### src/rtl/gb_pkg.sv
package gb_pkg;
  // Width of level and position fields; holds buffer depths up to 255 bits.
  localparam int LVL_W = 8;

  typedef struct packed {
    logic             emit;      // cut one word this cycle
    logic [LVL_W-1:0] insertAt;  // bit position where new samples land
    logic [LVL_W-1:0] takeCount; // number of sample bits to accept
  } gbStrobe_t;
endpackage

### src/rtl/gb_ctrl.sv
module gb_ctrl #(
  parameter int OUT_W = 24,
  parameter int IN_W  = 64,
  parameter int CNT_W = 7,
  parameter int BUF_W = 128
) (
  input  logic                     clk,
  input  logic                     rst,
  input  logic [CNT_W-1:0]         sampleCount,
  output gb_pkg::gbStrobe_t        strobe,
  output logic [gb_pkg::LVL_W-1:0] fillLevel
);
  localparam int LW = gb_pkg::LVL_W;
  localparam logic [LW-1:0] IN_LIM  = LW'(IN_W);
  localparam logic [LW-1:0] OUT_LIM = LW'(OUT_W);

  logic [LW-1:0] levelQ, levelD, takeCnt, total;
  logic          emit;

  always_comb begin
    takeCnt = (LW'(sampleCount) > IN_LIM) ? IN_LIM : LW'(sampleCount);
    total   = levelQ + takeCnt;
    emit    = (total >= OUT_LIM);
    levelD  = emit ? (total - OUT_LIM) : total;
  end

  always_ff @(posedge clk) begin
    if (rst) levelQ <= '0;
    else     levelQ <= levelD;
  end

  assign strobe.emit      = emit;
  assign strobe.insertAt  = levelQ;
  assign strobe.takeCount = takeCnt;
  assign fillLevel        = levelQ;
endmodule

### src/rtl/gb_datapath.sv
module gb_datapath #(
  parameter int OUT_W = 24,
  parameter int IN_W  = 64,
  parameter int BUF_W = 128
) (
  input  logic              clk,
  input  logic              rst,
  input  logic [IN_W-1:0]   samples,
  input  gb_pkg::gbStrobe_t strobe,
  output logic [OUT_W-1:0]  wordOut,
  output logic              wordValid
);
  localparam int LW = gb_pkg::LVL_W;

  logic [IN_W-1:0]  keepMask;
  logic [BUF_W-1:0] bufQ, incoming, merged;
  logic [OUT_W-1:0] wordQ;
  logic             validQ;

  // One compare per lane: lane i is kept when it lies below the count.
  for (genvar i = 0; i < IN_W; i++) begin : g_mask
    assign keepMask[i] = (LW'(i) < strobe.takeCount);
  end

  always_comb begin
    incoming = BUF_W'(samples & keepMask);
    merged   = bufQ | (incoming << strobe.insertAt);
  end

  always_ff @(posedge clk) begin
    if (rst) begin
      bufQ   <= '0;
      wordQ  <= '0;
      validQ <= 1'b0;
    end else if (strobe.emit) begin
      wordQ  <= merged[OUT_W-1:0];
      bufQ   <= merged >> OUT_W;
      validQ <= 1'b1;
    end else begin
      bufQ   <= merged;
      validQ <= 1'b0;
    end
  end

  assign wordOut   = wordQ;
  assign wordValid = validQ;
endmodule

### src/rtl/bit_gearbox.sv
module bit_gearbox #(
  parameter int OUT_W = 24,
  parameter int IN_W  = 64,
  parameter int CNT_W = $clog2(IN_W + 1)
) (
  input  logic             clk,
  input  logic             rst,
  input  logic [IN_W-1:0]  samples,
  input  logic [CNT_W-1:0] sampleCount,
  output logic [OUT_W-1:0] wordOut,
  output logic             wordValid
);
  localparam int BUF_W = 2 * ((IN_W > OUT_W) ? IN_W : OUT_W);

  gb_pkg::gbStrobe_t             strobe;
  logic [gb_pkg::LVL_W-1:0]      fillLevel;

  gb_ctrl #(.OUT_W(OUT_W), .IN_W(IN_W), .CNT_W(CNT_W), .BUF_W(BUF_W)) u_ctrl (
    .clk(clk), .rst(rst), .sampleCount(sampleCount),
    .strobe(strobe), .fillLevel(fillLevel)
  );

  gb_datapath #(.OUT_W(OUT_W), .IN_W(IN_W), .BUF_W(BUF_W)) u_dp (
    .clk(clk), .rst(rst), .samples(samples), .strobe(strobe),
    .wordOut(wordOut), .wordValid(wordValid)
  );
endmodule

### config.mk
export PLATFORM = sky130hd
export DESIGN_NAME = bit_gearbox
export DESIGN_NICKNAME = d
export VERILOG_FILES = /design/src/rtl/gb_pkg.sv /design/src/rtl/gb_ctrl.sv /design/src/rtl/gb_datapath.sv /design/src/rtl/bit_gearbox.sv
export SDC_FILE = /design/constraint.sdc
export NUM_CORES = 1
export LEC_CHECK = 0
export ABC_AREA = 1
export BUFFER_PORTS_ARGS = -buffer_cell sky130_fd_sc_hd__clkbuf_2
export CAP_MARGIN = 20
export CORE_MARGIN = 1.5
export CORE_UTILIZATION = 45
export CTS_BUF_LIST = sky130_fd_sc_hd__clkbuf_8
export DETAILED_ROUTE_END_ITERATION = 10
export PLACE_DENSITY = 0.7
export SLEW_MARGIN = 15
export SYNTH_ARGS = -nofsm -noshare
export SYNTH_HDL_FRONTEND = slang
export SYNTH_HIERARCHICAL = 1
export SYNTH_SLANG_ARGS = --single-unit
### constraint.sdc
create_clock -name clk -period 4.7 [get_ports clk]
set_input_delay 0.235 -clock clk [delete_from_list [all_inputs] [get_ports clk]]
set_output_delay 0.235 -clock clk [all_outputs]
set_load 0.005 [all_outputs]
==> reports/results.ini <==
[status]
status = finished clean

[layout]
final_area_sq_mm = 0.0147
final_common_cell = nand2_1
final_cell_mix = nand2_1 (972), nand3_1 (723), inv_1 (180), dfxtp_1 (154), clkbuf_2 (97)
nNetsFinal = 2579
instances_no_fill = 2900
area_delta_synth_final_pct = 7.29
diodes = 0
drive_above_1_share_pct = 8.25

[grt]
busiest_layer = met2
grt_pass1_wl_mm = 85.5
use_met1_pct = 45.5
antenna_found_initial = 1
grt_pass1_vias = 15600
grt.overflow.total = 0
grtUsageMet2_pct = 57.0
grt_use_met3_pct = 7.24
grt_usage_pct = 35.5
grt_max_degree = 107

[power]
peakVddDrop_mv = 0.633
p_total_uw = 10400
total_leakage_power_uw = 0.00756
p_per_area_mw_per_mm2 = 708

[sta]
slew_headroom_pct = 36.5
worstMarginPinSlew_ns = 0.950
finalHoldViolCount = 0
finalCritPeriodShare_pct = 67.7
min_period_ns = 3.18
rsz0062_at_grt = no
setup_violations = 0
final.setup_skew_ns = 0.0144
max_freq_mhz = 314
setup_tns_ns = 0
drv_slew = 0
hold-worst-slack_ns = 0.0509

[floorplan]
start_util_pct = 46.0
coreArea_sq_mm = 0.0298
pin_count = 98
rows = 63
fp.dieW_um = 178
chipHeight_um = 178
dieArea_sq_mm = 0.0315

[clocking]
ctsResizeCount = 0
insertion_delay_ns = 0.49
numCtsBuffers = 17
clkSinkCount = 161
cts_root_buf = clkbuf_8
tritoncts = yes
clk_pin_slew_ns = 0.09
clockBufferDepth = 2
cts_hold_buf = 0
cts_setup_buffers = 0
htree_num_levels = 4

[setup_path]
critPathKind = in -> reg
crit_required_ns = 5.04
critPathLaunchType = input port
cp_data_arrival_time_ns = 3.52
crit_fanout = 22
crit_path_end_kind = flop

[detailed_routing]
dr.pass1.iters = 6
antenna_left = 0
vias = 16900
drc = 0
wl_mm = 55.5
drt_iter0_markers = 2205
vias_per_cell = 5.83
wl_per_cell_um = 19.1

[synthesis]
synthesis.area_per_instance_sq_um = 5.46
yosysWarnings = 6
synth-seq-area-share_pct = 23.5
syn_inst = 2513
synth-main-ff-cell = dfxtp_1
syn_area_sq_mm = 0.0137
synth_cell_type_count = 37
ys_seq_elements = 161
synthArstFlopShare_pct = 0
synth_edf_count = 0
syn-num-nets = 2595

[placement]
dp_hpwl_mm = 41.4
place_area_sq_mm = 0.0143
routabilityCongestion = 1.04
io_buffers = 97
place_inst = 2868

[hold_path]
hold_class = in -> reg

[run]
cap_viol_max_count = 0

-- stage by stage --
stage	setup slack, ns	utilization (%)
final	1.52	49.4
after detailed placement	1.08	48.0
after global placement	1.09	48.0
after global routing	1.15	49.4
after floorplan	1.78	-
after CTS	1.60	49.4
-- final timing paths --
path	from	to	slack [ns]	cells past startpoint
worst max-delay path	sampleCount[4]	u_dp/wordOut[7]$_SDFFE_PP0P_	1.52	19
worst min-delay path	rst	u_ctrl/fillLevel[3]$_SDFF_PP0_	0.05	2
worst max register to register	u_ctrl/fillLevel[2]$_SDFF_PP0_	u_dp/wordOut[7]$_SDFFE_PP0P_	1.75	14
worst min register to register	u_dp/bufQ[107]$_SDFF_PP0_	u_dp/bufQ[107]$_SDFF_PP0_	0.46	2
-- layout make-up --
type | count | area [sq um]
Clock buffer | 18 | 248
Clock inverter | 14 | 168
Fill cell | 3246 | 15100
Inverter | 192 | 721
Multi-Input combinational cell | 1991 | 9060
Sequential cell | 161 | 3230
Tap cell | 390 | 488
Timing Repair Buffer | 134 | 801
-- registers in the layout (all words and copies together) (netlist names) --
signal            cells
u_dp/bufQ           128
u_ctrl/fillLevel      8
u_dp/wordValid        1
u_dp/wordOut         24
-- critical path: stages --
cell and delay [ns]:
clkbuf_2 0.09, nor2_1 0.09, nand3_1 0.07, o21ai_0 0.15, inv_1 0.08, nor2_1 0.54, ha_1 0.41, nand2_1 0.16
nand2_1 0.10, nand2_1 0.07, nand3_1 0.09, nand2_1 0.08, nand2_1 0.12, nor2_4 0.16, nand2_4 0.10, inv_1 0.10
nor2_4 0.06, inv_1 0.59, o21ai_0 0.21
-- cell usage after synthesis (2+ instances only) --
library cell	count	share of area [%]
a21boi_0	16	0.88
a21boi_1	8	0.44
a21oi_1	40	1.5
a21oi_2	2	0.13
a22o_1	4	0.26
buf_1	44	1.2
buf_2	41	1.5
buf_4	10	0.55
buf_6	2	0.16
clkbuf_1	72	2.0
clkinv_1	3	0.082
dfxtp_1	161	24
ha_1	8	0.73
inv_1	184	5.0
inv_2	5	0.14
nand2_1	972	27
nand2_2	6	0.27
nand2_4	2	0.16
nand3_1	723	26
nand3_2	2	0.15
nand4_1	32	1.5
nor2_1	63	1.7
nor2_2	4	0.18
nor2_4	3	0.25
o21ai_0	41	1.5
o21ai_1	23	0.84
o21bai_1	29	1.6
o22ai_1	2	0.091
o31ai_1	3	0.16
-- routing by layer --
metal	routed length (um)	vias to the layer above
li1	-	8167
met1	22300	7598
met2	24900	987
met5	0	-
met4	2520	0
met3	5710	162
-- cells by family (layout without fill, tap and decap cells) --
group                      Yosys count  count (layout)  synth area share, %
buffers and inverters              361             358                 10.6
other                                1               1               0.0273
DFF                                161             161                 23.5
AOI/OAI and AO/OA                  170             170                 7.54
adders and majority gates            9               9                0.876
and+or+nand+nor                   1811            1811                 57.4
-- power by group --
part	switching [uW]	internal (uW)	leakage, uW
Clock	592	506	0.000211
Sequential	188	1850	0.00133
Combinational	5250	2040	0.00602
Total	6020	4400	0.00756
Note: power is estimated with default switching activity, not from simulation.
